`config.mk`:
```
export PLATFORM = sky130hd
export DESIGN_NAME = flash_burst_seq
export DESIGN_NICKNAME = d
export VERILOG_FILES = /design/src/rtl/flash_burst_pkg.sv /design/src/rtl/flash_cfg_reg.sv /design/src/rtl/flash_word_rom.sv /design/src/rtl/flash_beat_ctrl.sv /design/src/rtl/flash_burst_seq.sv
export SDC_FILE = /design/constraint.sdc
export NUM_CORES = 1
export LEC_CHECK = 0
export ABC_AREA = 0
export ABC_CLOCK_PERIOD_IN_PS = 5630
export BUFFER_PORTS_ARGS = -buffer_cell sky130_fd_sc_hd__buf_2
export CAP_MARGIN = 15
export CORE_MARGIN = 3
export CORE_UTILIZATION = 58
export CTS_BUF_LIST = sky130_fd_sc_hd__clkbuf_2 sky130_fd_sc_hd__clkbuf_4 sky130_fd_sc_hd__clkbuf_8
export DETAILED_ROUTE_END_ITERATION = 6
export GPL_ROUTABILITY_DRIVEN = 0
export PLACE_DENSITY = 0.85
export REMOVE_ABC_BUFFERS = 1
export SLEW_MARGIN = 20
export SYNTH_ARGS = -nofsm -noshare
export SYNTH_HDL_FRONTEND = slang
export SYNTH_SLANG_ARGS = --single-unit
```
`constraint.sdc`:
```
create_clock -name clk_i -period 5.63 [get_ports clk_i]
set_clock_uncertainty 0.1 [all_clocks]
set_input_delay 0.2815 -clock clk_i [delete_from_list [all_inputs] [get_ports clk_i]]
set_output_delay 0.2815 -clock clk_i [all_outputs]
set_load 0.1 [all_outputs]
```
`src/rtl/flash_burst_pkg.sv`:
```
package flash_burst_pkg;
  parameter int unsigned CFG_W = 16;
  parameter int unsigned BEAT_W = 6;
  parameter int unsigned LAT_MAX_F = 14;

  typedef struct packed {
    logic [6:0] rsvd;
    logic       bus16;
    logic       hold2;
    logic [3:0] lat;
    logic [1:0] len;
    logic       en;
  } burst_cfg_t;

  typedef enum logic [1:0] {ST_IDLE, ST_WAIT, ST_DATA} seq_state_e;

  function automatic logic [BEAT_W-1:0] beats_of(burst_cfg_t c);
    logic [BEAT_W-1:0] words;
    words = BEAT_W'(4) << c.len;
    return c.bus16 ? words : (words >> 1);
  endfunction
endpackage

```
`src/rtl/flash_cfg_reg.sv`:
```
module flash_cfg_reg
  import flash_burst_pkg::*;
(
  input  logic             clk_i,
  input  logic             rst_ni,
  input  logic             we_i,
  input  logic [CFG_W-1:0] wdata_i,
  output burst_cfg_t       cfg_o
);
  always_ff @(posedge clk_i or negedge rst_ni) begin
    if (!rst_ni) cfg_o <= '0;
    else if (we_i) cfg_o <= burst_cfg_t'(wdata_i);
  end
endmodule

```
`src/rtl/flash_word_rom.sv`:
```
module flash_word_rom #(
  parameter int unsigned AW = 16,
  parameter int unsigned WORD_W = 16
) (
  input  logic [AW-1:0]     addr_i,
  output logic [WORD_W-1:0] word_o
);
  localparam int unsigned HALF_W = WORD_W / 2;
  // stand-in array content: low byte of address, and its XOR with 0xA5
  always_comb word_o = {addr_i[HALF_W-1:0] ^ HALF_W'(8'hA5), addr_i[HALF_W-1:0]};
endmodule

```
`src/rtl/flash_beat_ctrl.sv`:
```
module flash_beat_ctrl
  import flash_burst_pkg::*;
#(
  parameter int unsigned AW = 16
) (
  input  logic          clk_i,
  input  logic          rst_ni,
  input  burst_cfg_t    cfg_i,
  input  logic          cfg_we_i,
  input  logic          adv_i,
  input  logic [AW-1:0] addr_i,
  output logic          valid_o,
  output logic          last_o,
  output logic [AW-1:0] beat_addr_o
);
  localparam int unsigned CNT_W = 5;

  seq_state_e        state_q;
  logic [CNT_W-1:0]  lat_cnt_q;
  logic              hold_q;
  logic [BEAT_W-1:0] beat_q;
  logic [AW-1:0]     start_q;
  logic [BEAT_W-1:0] beats;
  logic [3:0]        lat_f;

  always_comb begin
    beats = beats_of(cfg_i);
    lat_f = (cfg_i.lat > 4'(LAT_MAX_F)) ? 4'(LAT_MAX_F) : cfg_i.lat;
  end

  always_ff @(posedge clk_i or negedge rst_ni) begin
    if (!rst_ni) begin
      state_q   <= ST_IDLE;
      lat_cnt_q <= '0;
      hold_q    <= 1'b0;
      beat_q    <= '0;
      start_q   <= '0;
    end else if (cfg_we_i) begin
      state_q <= ST_IDLE;
    end else if (adv_i && cfg_i.en) begin
      start_q   <= addr_i;
      lat_cnt_q <= {1'b0, lat_f} + CNT_W'(1);
      hold_q    <= 1'b0;
      beat_q    <= '0;
      state_q   <= ST_WAIT;
    end else begin
      unique case (state_q)
        ST_WAIT: begin
          if (lat_cnt_q == CNT_W'(1)) state_q <= ST_DATA;
          else lat_cnt_q <= lat_cnt_q - CNT_W'(1);
        end
        ST_DATA: begin
          if (cfg_i.hold2 && !hold_q) begin
            hold_q <= 1'b1;
          end else begin
            hold_q <= 1'b0;
            beat_q <= (beat_q == beats - BEAT_W'(1)) ? '0 : beat_q + BEAT_W'(1);
          end
        end
        default: ;
      endcase
    end
  end

  always_comb begin
    valid_o     = (state_q == ST_DATA);
    last_o      = valid_o && (beat_q == beats - BEAT_W'(1));
    beat_addr_o = start_q + (cfg_i.bus16 ? AW'(beat_q) : AW'({beat_q, 1'b0}));
  end
endmodule

```
`src/rtl/flash_burst_seq.sv`:
```
module flash_burst_seq
  import flash_burst_pkg::*;
#(
  parameter int unsigned AW = 16,
  parameter int unsigned WORD_W = 16
) (
  input  logic                clk_i,
  input  logic                rst_ni,
  input  logic                cfg_we_i,
  input  logic [CFG_W-1:0]    cfg_wdata_i,
  input  logic                adv_i,
  input  logic [AW-1:0]       addr_i,
  output logic [2*WORD_W-1:0] data_o,
  output logic                data_vld_o,
  output logic                ind_n_o,
  output logic                ind_en_o
);
  localparam int unsigned LANES = 2;

  burst_cfg_t             cfg_q;
  logic                   vld;
  logic                   last;
  logic [AW-1:0]          beat_addr;
  logic [WORD_W-1:0]      lane_word [LANES];

  flash_cfg_reg i_cfg (
    .clk_i   (clk_i),
    .rst_ni  (rst_ni),
    .we_i    (cfg_we_i),
    .wdata_i (cfg_wdata_i),
    .cfg_o   (cfg_q)
  );

  flash_beat_ctrl #(.AW(AW)) i_ctrl (
    .clk_i       (clk_i),
    .rst_ni      (rst_ni),
    .cfg_i       (cfg_q),
    .cfg_we_i    (cfg_we_i),
    .adv_i       (adv_i),
    .addr_i      (addr_i),
    .valid_o     (vld),
    .last_o      (last),
    .beat_addr_o (beat_addr)
  );

  for (genvar g = 0; g < LANES; g++) begin : g_lane
    flash_word_rom #(.AW(AW), .WORD_W(WORD_W)) i_rom (
      .addr_i (beat_addr + AW'(g)),
      .word_o (lane_word[g])
    );
  end

  always_comb begin
    data_vld_o = vld;
    data_o     = '0;
    if (vld) begin
      data_o[WORD_W-1:0] = lane_word[0];
      if (!cfg_q.bus16) data_o[2*WORD_W-1:WORD_W] = lane_word[1];
    end
    ind_en_o = last;
    ind_n_o  = ~last;
  end
endmodule

```
==> results by group, run 1 <==
Run status
  • Outcome: completed

Setup path
  • CP Capture Type: primary output
  • Critical path arrival: between 3 and 4 ns
  • Cell Chain, Critical Path: mux2i_1 > inv_1 > ha_1 > a211oi_1 > nor2_1 > xor2_1 > and3_1 > and3_2 > mux2i_1 > buf_2
  • Reg2reg start: i_cfg.cfg_o[8]$_DFFE_PN0P_
  • Data required, critical path: 5.25 ns
  • Slowest CP cell: dfrtp_1
  • FF-to-FF setup slack: about 3.1 ns
  • Family with the most delay on the worst path: flip-flops
  • CP dominant cell by count: mux2i_1
  • Sum of buffers and inverters on the critical path: 2
  • Crit Reg-Reg Endpoint: i_ctrl.beat_q[2]$_DFFE_PN0P_
  • Slowest stage delay, CP: approximately 0.7 ns
  • Setup crit start kind: flop
  • CP max FO: 20
  • Crit Path Category: reg2out
  • Reg2reg path depth: 8

Drt
  • DRT Pass-1 Iters: 4
  • Routed WL: 5020 um
  • DRC violations left: 0
  • Vias: 2062
  • Antenna Nets Post-Route: 0
  • Initial DRC count: between 100 and 150
  • Vias/cell: 5.57
  • Routed len/inst: 13.6 um

Yosys
  • Library cells used by synthesis: just over 60
  • Seq cells post-synth: 31
  • Syn Inst Count: 277
  • Main flop type after synthesis: dfrtp_1
  • Sequential area share after synthesis: a little under a third
  • Share of the synthesized area in the top cell type: a little under a third
  • EDFF count, synth: 0
  • Syn_area_per_cell: roughly 8.9 um^2
  • Post-Synthesis Cell Area: approximately 2500 um^2
  • Cell taking the most area after synthesis: dfrtp_1
  • Synth async-reset ratio: 100%
  • Yosys warns: 0
  • Largest cells by area after synthesis: dfrtp_1 (32%), mux2_2 (7.8%), ha_1 (6.6%), nor2_1 (3.7%), nand2_1 (3.2%)

Pwr
  • Peak VDD IR: between 0.2 and 0.25 mV
  • Cell Pwr Density: roughly 340 nW/um^2
  • LEAKAGE: roughly 1.4 nW

Clock tree
  • Post-CTS Setup Bufs: 0
  • Num CTS Buffers: 5
  • CTS H-tree lvls: 2
  • Worst-path clk slew: 0.06 ns
  • Clock Latency Late Sink: about 0.28 ns
  • Clk sink count: 31
  • Clock root cell: clkbuf_8
  • Clk buf depth: 2
  • CTS tree: yes
  • Post-CTS resize count: 0

Placed design
  • Post-DP HPWL: roughly 3800 um
  • Port bufs: 55
  • Pre-CTS setup slack: 1.95 ns
  • Cell Area, Placed: around 2700 um^2

Min path
  • Min-Delay Path Depth: 3
  • Hold Path Class: in2reg
  • Hold endpoint: i_cfg.cfg_o[7]$_DFFE_PN0P_
  • Hold Crit Start: cfg_wdata_i[7]

Timing
  • RSZ-0062 raised after global routing: no
  • Setup TNS: 0 ns
  • Max-slew violation count: 0
  • Slew headroom: 55.1%
  • Setup violators final: 0
  • Post-route clock period utilization: a little over two thirds
  • Final hold vios: 0
  • Maximum clock rate: approximately 0.25 GHz
  • Period minus WS final: ~4.0 ns
  • Final setup margin: approximately 1.6 ns
  • Slew @ Worst Pin: ~0.67 ns

Die
  • Core ar.: 4030 um^2
  • Die height: around 71 um
  • Num rows: 23
  • Total I/O pin count: slightly above 70
  • Chip Width: between 70 and 80 um
  • Starting Density: 60.9%
  • Die ar.: between 5000 and 6000 um^2

Global route
  • First-pass GRT wire length: about 8600 um
  • GRT Total Usage: between 20% and 30%
  • Initial antenna violation count: 0
  • Congestion Overflow GR: 0
  • Largest net degree at the start of global routing: 32
  • Vias in the first global route: between 1500 and 2000

Finish
  • N_diodes: 0
  • Fin area: 2760 um^2
  • Synthesis-to-finish area growth: 12.5%
  • Layout Nets: 370
  • # fillers: 340
  • Utilization after layout: 68.6%
  • Layout cell share with drive strength beyond 1: approximately 30%

Flow run
  • MaxCap Viol Count: 0
[power breakdown]
group,total [mW],switching (mW),internal (mW),leakage [nW]
sequential,0.328,0.0576,0.270,0.368
combinational,0.450,0.251,0.198,0.943
clock,0.175,0.0796,0.0957,0.0470
[per-stage QoR]
| step | total power [mW] | hold slack, ns | instances |
|---|---|---|---|
| 2_1_floorplan | 0.685 | -0.114 | 257 |
| 3_3_place_gp | 0.759 | 0.258 | 362 |
| 3_5_place_dp | 0.776 | 0.260 | 362 |
| 4_1_cts | 0.956 | 0.0963 | 370 |
| 5_1_grt | 1.04 | 0.111 | 370 |
| 6_report | 0.952 | 0.0990 | 370 |
[cell type report]
type	count	area [um^2]	share of cell area, %
clock buffers	6	82.6	2.99
clock inverters	1	5.00	0.181
inverters	16	60.1	2.17
multi-input cells	210	1490	54.0
flip-flops and latches	31	776	28.1
well taps	50	62.6	2.26
repair buffers	56	285	10.3
[synth_stat cells, types with 3 or more instances]
cell      instances
or3_1             4
dfrtp_1          31
nand2_1          21
and2_1           10
nand2b_1          8
xnor2_1           7
buf_4             9
mux2i_1           3
mux2_2           17
nand3_1           4
a211oi_1          3
nor2_1           24
ha_1             13
a31oi_1           7
inv_1            16
clkbuf_1          7
o21ai_0          13
o31ai_1           3
nor3_1            4
xor2_1            8
a21oi_1          14
nor3b_1           4
[cell usage in the layout (no fill, tap or decap), types with 2 or more instances in the layout]
cell type   n
nor2b_1     2
a31oi_1     7
and3_2      2
clkbuf_8    6
o31ai_1     3
o21ai_0    13
nand4_1     2
and2_1     10
xnor2_1     7
nand3_1     4
nand2b_1    8
a211oi_1    3
ha_1       13
or3_1       4
a21oi_1    14
and3_1      2
nand2_1    21
a21o_1      2
o22a_1      2
dfrtp_1    31
o21bai_2    2
nor3b_1     4
xor2_1      8
or2_2       2
nor3_1      4
buf_2      55
inv_1      16
mux2i_1     3
mux2_2     17
nor2_1     24
[how the worst max path moves through the flow]
stage                               start         end  slack, ns  cells past startpoint
2_1_floorplan  i_cfg.cfg_o[8]$_DFFE_PN0P_  data_o[14]      -0.08                      6
3_3_place_gp   i_cfg.cfg_o[8]$_DFFE_PN0P_  data_o[23]       2.06                      9
3_5_place_dp   i_cfg.cfg_o[8]$_DFFE_PN0P_  data_o[23]       1.95                     10
4_1_cts        i_cfg.cfg_o[8]$_DFFE_PN0P_  data_o[23]       1.66                     10
5_1_grt        i_cfg.cfg_o[8]$_DFFE_PN0P_  data_o[23]       1.32                     10
6_report       i_cfg.cfg_o[8]$_DFFE_PN0P_  data_o[23]       1.65                     10
[logic make-up after synthesis]
logic type               synth area share, %
buffers and inverters                   7.64
AO/OA/AOI/OAI                           16.5
flip-flops                              31.6
AND/OR/NAND/NOR                         22.4
multiplexers                            9.02
XOR/XNOR                                5.35
adder cells (fa/ha/maj)                 7.44
[worst min-delay path, stage by stage]
cell     delay [ns]
buf_2          0.07
nand2_1        0.04
nand2_1        0.05
[metal layers]
| metal | part of all wire (%) | global-route usage (%) | vias up |
|---|---|---|---|
| li1 | - | - | 1050 |
| met1 | 44 | 26.8 | 948 |
| met2 | 49 | 35.3 | 57 |
| met3 | 6.2 | 4.26 | 7 |
| met4 | 1.0 | 6.89 | 0 |
| met5 | 0 | 0 | - |
[state kept, by name, indices dropped and copies added, names as in the netlist]
| signal | cells |
|---|---|
| i_ctrl.lat_cnt_q | 5 |
| i_ctrl.hold_q | 1 |
| i_cfg.cfg_o | 9 |
| i_ctrl.state_q | 2 |
| i_ctrl.start_q | 8 |
| i_ctrl.beat_q | 6 |
[repair_timing]
| item | 4_1_cts | 5_1_grt |
|---|---|---|
| hold buffers | 1 | 0 |
| endpoints found under the hold margin | 31 | 0 |
| endpoints found under the setup margin | 0 | 0 |
(Power assumes the default switching activity.)
==> run 2, diff against run 1 <==
--- a/config.mk
+++ b/config.mk
@@ -5,16 +5,16 @@
 export SDC_FILE = /design/constraint.sdc
 export NUM_CORES = 1
 export LEC_CHECK = 0
-export ABC_AREA = 0
-export ABC_CLOCK_PERIOD_IN_PS = 5630
+export ABC_AREA = 1
+export ABC_CLOCK_PERIOD_IN_PS = 4180
 export BUFFER_PORTS_ARGS = -buffer_cell sky130_fd_sc_hd__buf_2
 export CAP_MARGIN = 15
 export CORE_MARGIN = 3
-export CORE_UTILIZATION = 58
+export CORE_UTILIZATION = 54
 export CTS_BUF_LIST = sky130_fd_sc_hd__clkbuf_2 sky130_fd_sc_hd__clkbuf_4 sky130_fd_sc_hd__clkbuf_8
 export DETAILED_ROUTE_END_ITERATION = 6
 export GPL_ROUTABILITY_DRIVEN = 0
-export PLACE_DENSITY = 0.85
+export PLACE_DENSITY = 0.8
 export REMOVE_ABC_BUFFERS = 1
 export SLEW_MARGIN = 20
 export SYNTH_ARGS = -nofsm -noshare
==> constraint.sdc (replaced) <==
create_clock -name clk_i -period 4.18 [get_ports clk_i]
set_clock_uncertainty 0.1 [all_clocks]
set_input_delay 0.209 -clock clk_i [delete_from_list [all_inputs] [get_ports clk_i]]
set_output_delay 0.209 -clock clk_i [all_outputs]
set_load 0.1 [all_outputs]
==> run 2 against run 1 <==
Net effect: non-clock buffer count did not move; clock power grew 76%; wire length decreased by 0.20%; highest routed layer unchanged; sequential share of layout area down 0.54 points; critical endpoint unchanged; sequential power increased by 31%; power is 120% higher; count of clock-buffer cells in the layout is the same; global-route usage hardly changed; combinational power grew to 3.0 times the previous value.
==> results by group, run 2 <==
Min path
  • Hold endpoint: i_cfg.cfg_o[0]$_DFFE_PN0P_
  • Hold Crit Start: cfg_wdata_i[0]
  • Min-Delay Path Depth: 3
  • Hold Path Class: in2reg

Clock tree
  • Clk buf depth: 2
  • Clock root cell: clkbuf_8
  • CTS tree: yes
  • Worst-path clk slew: 0.07 ns
  • Clk sink count: 31
  • Num CTS Buffers: 5
  • CTS H-tree lvls: 2
  • Clock Latency Late Sink: roughly 0.28 ns

Yosys
  • XOR/XNOR Fraction of Synth Area: 3.59%
  • Simple-gate share of the synthesized area: between 30% and 40%
  • Sequential area share after synthesis: 31.8%
  • Post-Synthesis Cell Area: between 2000 and 2500 um^2
  • Compound-gate portion of the synthesized area: 9.33%
  • Yosys warns: 0
  • Share of the synthesized area in the top cell type: about a third
  • Largest cells by area after synthesis: dfrtp_1 (32%), nand2_1 (14%), inv_1 (7.7%), ha_1 (6.7%), nor2_1 (6.0%)
  • Post-synthesis mux area share: 2.77%
  • Library cells used by synthesis: 31
  • Synth async-reset ratio: 100%
  • Syn Inst Count: roughly 350
  • Seq cells post-synth: 31
  • Main flop type after synthesis: dfrtp_1
  • Main combinational cell family by area after synthesis: simple AND/OR/NAND/NOR gates
  • Syn_area_per_cell: between 6 and 7 um^2
  • Adder-Cell Fraction of Synth Area: under 10%
  • Most instantiated library cell after synthesis: nand2_1
  • Cell taking the most area after synthesis: dfrtp_1
  • EDFF count, synth: 0
  • Top cells by instance count after synthesis: nand2_1 (94), inv_1 (50), nor2_1 (39)

Pwr
  • Peak VDD IR: about 0.44 mV
  • P_int: ~0.87 mW
  • Cell Pwr Density: approximately 740 nW/um^2
  • Seq pwr share: about a fifth
  • Sw Pwr: ~1.2 mW
  • Comb power frac: between 60% and 70%
  • Clock network power share: 14.9%
  • Sw frac: between 50 and 60%
  • LEAKAGE: ~1.6 nW

Flow run
  • MaxCap Viol Count: 0

Setup path
  • Crit Reg-Reg Endpoint: i_ctrl.beat_q[2]$_DFFE_PN0P_
  • Reg2reg path depth: 11
  • Slowest CP cell: dfrtp_1
  • Setup crit start kind: flop
  • Data required, critical path: between 3 and 4 ns
  • Critical path arrival: between 2 and 3 ns
  • CP dominant cell by count: nand2_1
  • Crit Path Category: reg2out
  • Reg2reg start: i_cfg.cfg_o[8]$_DFFE_PN0P_
  • FF-to-FF setup slack: approximately 1.9 ns
  • CP max FO: 15
  • Slowest stage delay, CP: ~0.6 ns
  • CP Capture Type: primary output
  • Cell Chain, Critical Path: nand2_1 > inv_1 > ha_1 > inv_1 > fa_1 > inv_1 > nand2_1 > nor2_4 > nand3_2 > nor2_4 > nand3_2 > nand2_1 > nand2_1 > nor2_1 > buf_2

Die
  • Die ar.: around 5400 um^2
  • Starting Density: between 50% and 60%
  • Chip Width: around 73 um
  • Num rows: 23
  • Die height: between 70 and 80 um
  • Total I/O pin count: between 70 and 80
  • Core ar.: between 4000 and 5000 um^2

Drt
  • Vias/cell: ~5.0
  • Routed WL: about 5000 um
  • DRT Pass-1 Iters: 4
  • Initial DRC count: 77
  • Antenna Nets Post-Route: 0
  • DRC violations left: 0
  • Routed len/inst: between 10 and 15 um
  • Vias: about 2300

Timing
  • Maximum clock rate: around 0.30 GHz
  • Post-route clock period utilization: between 70% and 80%
  • RSZ-0062 raised after global routing: no
  • Final hold vios: 0
  • Setup TNS: 0 ns
  • Setup violators final: 0
  • Hold_ws: 0.0231 ns
  • Max-slew violation count: 0
  • Slew @ Worst Pin: between 0.6 and 0.7 ns
  • Slew headroom: between 50% and 60%
  • Period minus WS final: around 3.3 ns

Placed design
  • Port bufs: between 50 and 60
  • # placed instances: about 440
  • Post-DP HPWL: 3870 um
  • Cell Area, Placed: 2690 um^2

Global route
  • Met3 Use GR: around 3.7%
  • Most used routing layer: met2
  • Met2 usage: 34.8%
  • Vias in the first global route: between 2000 and 2500
  • GRT met1 Usage: ~28%
  • GRT Total Usage: a little over a fifth
  • Congestion Overflow GR: 0
  • First-pass GRT wire length: slightly below 9000 um
  • Initial antenna violation count: 0
  • Largest net degree at the start of global routing: 32

Finish
  • Fin area: approximately 2800 um^2
  • Final cell count without fillers: ~450
  • N_diodes: 0
  • Commonest non-fill, non-tap cell in the layout: nand2_1
  • Synthesis-to-finish area growth: 15.4%
  • # fillers: between 300 and 400
  • Most frequent cells in the layout: nand2_1 (94), buf_2 (55), inv_1 (50)
  • Largest regs: i_cfg.cfg_o: 9 flops, i_ctrl.start_q: 8 flops, i_ctrl.beat_q: 6 flops
  • Layout Nets: 450
  • Max FFs per register: 9
  • Reg with most FFs: i_cfg.cfg_o
  • Layout cell share with drive strength beyond 1: around 22%

Run status
  • Outcome: completed
[run 2: cells by family after synthesis]
logic type               count (synthesis)
XOR/XNOR                                10
buffers and inverters                   67
adder cells (fa/ha/maj)                 14
flip-flops                              31
AND/OR/NAND/NOR                        181
AO/OA/AOI/OAI                           43
multiplexers                             6
[run 2: worst max-delay path by stage]
stage                             startpoint    endpoint  slack, ns  cells past startpoint
6_report          i_cfg.cfg_o[8]$_DFFE_PN0P_  data_o[23]       0.89                     15
5_1_grt           i_cfg.cfg_o[8]$_DFFE_PN0P_  data_o[30]       0.59                     12
4_1_cts           i_cfg.cfg_o[8]$_DFFE_PN0P_  data_o[23]       0.88                     15
3_5_place_dp      i_cfg.cfg_o[8]$_DFFE_PN0P_  data_o[23]       1.19                     15
3_3_place_gp      i_cfg.cfg_o[8]$_DFFE_PN0P_  data_o[23]       1.24                     15
2_1_floorplan  i_ctrl.state_q[1]$_DFFE_PN0P_  data_o[14]      -1.39                      4
[run 2: power groups by stage]
stage	combinational [mW]	sequential, mW	clock (mW)
2_1_floorplan	1.15	0.417	0
3_3_place_gp	1.31	0.430	0
3_5_place_dp	1.33	0.434	0
4_1_cts	1.34	0.429	0.313
5_1_grt	1.46	0.441	0.328
6_report	1.33	0.430	0.308
[run 2: critical path, delay by kind of cell, from the launching register on]
kind,cells,cell delay [ns]
buffers and inverters,4,0.64
AND/OR/NAND/NOR,9,0.84
adder cells (fa/ha/maj),2,0.62
flip-flops,1,0.59
[run 2: timing repair]
action                    4_1_cts  5_1_grt
setup buffers                   0        0
hold endpoints to repair       31        0
resized for setup               0        0
hold buffers                    1        0
[run 2: area by class of cell]
class	count	area [um^2]	area share, %
multi-input combinational	254	1380	49.0
sequential	31	776	27.5
timing repair buffer	56	285	10.1
inverter	52	195	6.93
clock buffer	6	82.6	2.93
tap	50	62.6	2.22
clock inverter	2	35.0	1.24
[run 2: layer usage]
metal	routed length [um]	vias to the layer above	part of all wire, %
met5	0	-	0
met4	61	0	1.2
met3	283	5	5.7
met2	2260	63	45
met1	2400	988	48
li1	-	1206	-
[run 2: stage by stage]
stage | total power, mW | util (%) | setup WS [ns]
global placement | 1.74 | 64.4 | 1.24
floorplan | 1.56 | - | -1.39
global route | 2.23 | 67.5 | 0.590
finish | 2.07 | 67.5 | 0.887
CTS | 2.08 | 67.5 | 0.877
detailed placement | 1.77 | 64.4 | 1.19
==> run 3, diff against run 2 <==
--- a/config.mk
+++ b/config.mk
@@ -6,15 +6,15 @@
 export NUM_CORES = 1
 export LEC_CHECK = 0
 export ABC_AREA = 1
-export ABC_CLOCK_PERIOD_IN_PS = 4180
+export ABC_CLOCK_PERIOD_IN_PS = 3000
 export BUFFER_PORTS_ARGS = -buffer_cell sky130_fd_sc_hd__buf_2
 export CAP_MARGIN = 15
 export CORE_MARGIN = 3
-export CORE_UTILIZATION = 54
+export CORE_UTILIZATION = 49
 export CTS_BUF_LIST = sky130_fd_sc_hd__clkbuf_2 sky130_fd_sc_hd__clkbuf_4 sky130_fd_sc_hd__clkbuf_8
 export DETAILED_ROUTE_END_ITERATION = 6
 export GPL_ROUTABILITY_DRIVEN = 0
-export PLACE_DENSITY = 0.8
+export PLACE_DENSITY = 0.76
 export REMOVE_ABC_BUFFERS = 1
 export SLEW_MARGIN = 20
 export SYNTH_ARGS = -nofsm -noshare
==> constraint.sdc (replaced) <==
create_clock -name clk_i -period 3 [get_ports clk_i]
set_clock_uncertainty 0.1 [all_clocks]
set_input_delay 0.15 -clock clk_i [delete_from_list [all_inputs] [get_ports clk_i]]
set_output_delay 0.15 -clock clk_i [all_outputs]
set_load 0.1 [all_outputs]
==> run 3 against run 2 <==
Net effect: global-route usage decreased by 2.3 points; core utilization increased by 0.53 points; count of clock-buffer cells in the layout unchanged; critical path type unchanged.
==> results by group, run 3 (same netlist as run 2, synthesis figures left out) <==
Run status
  • Outcome: completed

Pwr
  • LEAKAGE: between 1.5 and 2 nW
  • Tot Pwr: 3.09 mW
  • Cell Pwr Density: 954 nW/um^2
  • Clock network power share: 10.6%
  • Peak VDD IR: between 0.5 and 0.6 mV
  • Sw frac: 57.5%
  • Comb power frac: 70.0%
  • Sw Pwr: roughly 1.8 mW
  • P_int: 1.31 mW
  • Seq pwr share: roughly a fifth

Die
  • Starting Density: about 50%
  • Die height: 76.6 um
  • Num rows: 25
  • Chip Width: roughly 77 um
  • Core ar.: 4750 um^2
  • Die ar.: between 5000 and 6000 um^2
  • Total I/O pin count: 71

Clock tree
  • Clk buf depth: 2
  • Clock root cell: clkbuf_8
  • Clk sink count: 31
  • CTS tree: yes
  • CTS H-tree lvls: 2
  • Worst-path clk slew: 0.06 ns
  • Num CTS Buffers: 5
  • Clock Latency Late Sink: 0.28 ns

Min path
  • Hold Path Class: in2reg

Placed design
  • Pre-CTS setup slack: approximately 0.18 ns
  • Cell Area, Placed: roughly 2900 um^2
  • Port bufs: 55
  • Post-DP HPWL: approximately 4100 um

Timing
  • Maximum clock rate: 0.345 GHz
  • Max-slew violation count: 0
  • Slew @ Worst Pin: a little under 0.7 ns
  • Period minus WS final: just under 3 ns
  • Final hold vios: 0
  • Post-route clock period utilization: ~97%
  • Final setup margin: 0.0973 ns
  • Slew headroom: between 50% and 60%
  • Setup violators final: 0

Setup path
  • Crit. path cell count: 15
  • Slowest stage delay, CP: ~0.46 ns
  • Family with the most delay on the worst path: simple AND/OR/NAND/NOR gates
  • CP dominant cell by count: nand2_1
  • CP endpoint: data_o[30]
  • FF-to-FF setup slack: around 0.8 ns
  • Sum of buffers and inverters on the critical path: 4
  • Reg2reg start: i_cfg.cfg_o[8]$_DFFE_PN0P_
  • CP Capture Type: primary output
  • Crit Path Category: reg2out
  • Crit Reg-Reg Endpoint: i_ctrl.beat_q[1]$_DFFE_PN0P_
  • Crit path from: i_cfg.cfg_o[8]$_DFFE_PN0P_
  • Reg2reg path depth: 12
  • Setup crit start kind: flop
  • Slowest CP cell: dfrtp_2
  • Data required, critical path: ~2.8 ns
  • Cell Chain, Critical Path: buf_6 > inv_4 > nand2_1 > o21ai_1 > ha_1 > nand2_1 > nand2_1 > inv_1 > nand2_1 > nand2_2 > nand2_4 > nor3_4 > a21oi_2 > nor2_4 > buf_12
  • CP max FO: 6
  • Critical path arrival: around 2.7 ns

Drt
  • Vias: approximately 2400
  • Antenna Nets Post-Route: 0
  • Vias/cell: approximately 5
  • DRC violations left: 0
  • Routed WL: 5670 um
  • DRT Pass-1 Iters: 4
  • Routed len/inst: around 12 um
  • Initial DRC count: 79

Finish
  • N_diodes: 0
  • Commonest non-fill, non-tap cell in the layout: nand2_1
  • Layout cell share with drive strength beyond 1: 28.4%
  • Layout Nets: 472
  • Fin area: 3230 um^2
  • Synthesis-to-finish area growth: 32.6%
  • Reg with most FFs: i_cfg.cfg_o
  • Most frequent cells in the layout: nand2_1 (92), inv_1 (45), buf_2 (43)
  • Largest regs: i_cfg.cfg_o: 9 flops, i_ctrl.start_q: 8 flops, i_ctrl.beat_q: 6 flops
  • Max FFs per register: 9

Global route
  • Initial antenna violation count: 0
  • First-pass GRT wire length: about 9100 um
  • GRT Total Usage: about a fifth
  • Vias in the first global route: around 2100
  • Largest net degree at the start of global routing: 32
  • Congestion Overflow GR: 0

Flow run
  • MaxCap Viol Count: 0
[run 3: what timing repair did]
| item | 4_1_cts | 5_1_grt |
|---|---|---|
| endpoints found under the setup margin | 6 | 22 |
| hold buffers | 12 | 0 |
| hold endpoints to repair | 42 | 0 |
| resized for setup | 4 | 34 |
| pin swaps | 1 | 11 |
| buffers inserted | 0 | 9 |
| gates cloned | 0 | 1 |
[run 3: power by group through the flow]
stage,Sequential [mW],Clock [mW],Combinational [mW]
2_1_floorplan,0.581,0,1.60
3_3_place_gp,0.596,0,1.91
3_5_place_dp,0.603,0,1.95
4_1_cts,0.598,0.337,1.97
5_1_grt,0.610,0.356,2.32
6_report,0.598,0.328,2.16
[run 3: through the flow]
step	hold WS (ns)	setup TNS, ns	utilization (%)	std cells
after floorplan	-0.246	-54.86	-	337
after detailed placement	0.130	0	60.0	460
after CTS	0.00233	0	64.5	479
after global placement	0.124	0	60.0	460
final	0.00746	0	68.0	489
after global routing	0.00281	-0.0998	68.0	489
[run 3: final cells by class]
type	count	area [um^2]
Fill cell	397	1520
Multi-Input combinational cell	254	1460
Sequential cell	31	778
Timing Repair Buffer	78	624
Inverter	52	198
Tap cell	67	83.8
Clock buffer	6	82.6
Clock inverter	1	5.00
[run 3: routing by layer]
metal	global-route usage [%]	part of all wire, %	routed length [um]	up-vias
met5	0	0	0	-
met4	6.16	1.6	91	0
met3	3.19	4.5	256	9
met2	34.0	51	2900	65
met1	21.9	43	2430	1114
li1	-	-	-	1249
[run 3: how the worst min path moves through the flow]
stage / from / to / slack (ns) / cells past startpoint
after floorplan: rst_ni / i_cfg.cfg_o[0]$_DFFE_PN0P_ / -0.25 / 0
after global placement: rst_ni / i_ctrl.lat_cnt_q[0]$_DFFE_PN0P_ / 0.12 / 1
after detailed placement: rst_ni / i_ctrl.lat_cnt_q[1]$_DFFE_PN0P_ / 0.13 / 1
after CTS: addr_i[2] / i_ctrl.start_q[2]$_DFFE_PN0P_ / 0.002 / 2
after global routing: addr_i[2] / i_ctrl.start_q[2]$_DFFE_PN0P_ / 0.003 / 2
final: addr_i[2] / i_ctrl.start_q[2]$_DFFE_PN0P_ / 0.007 / 2
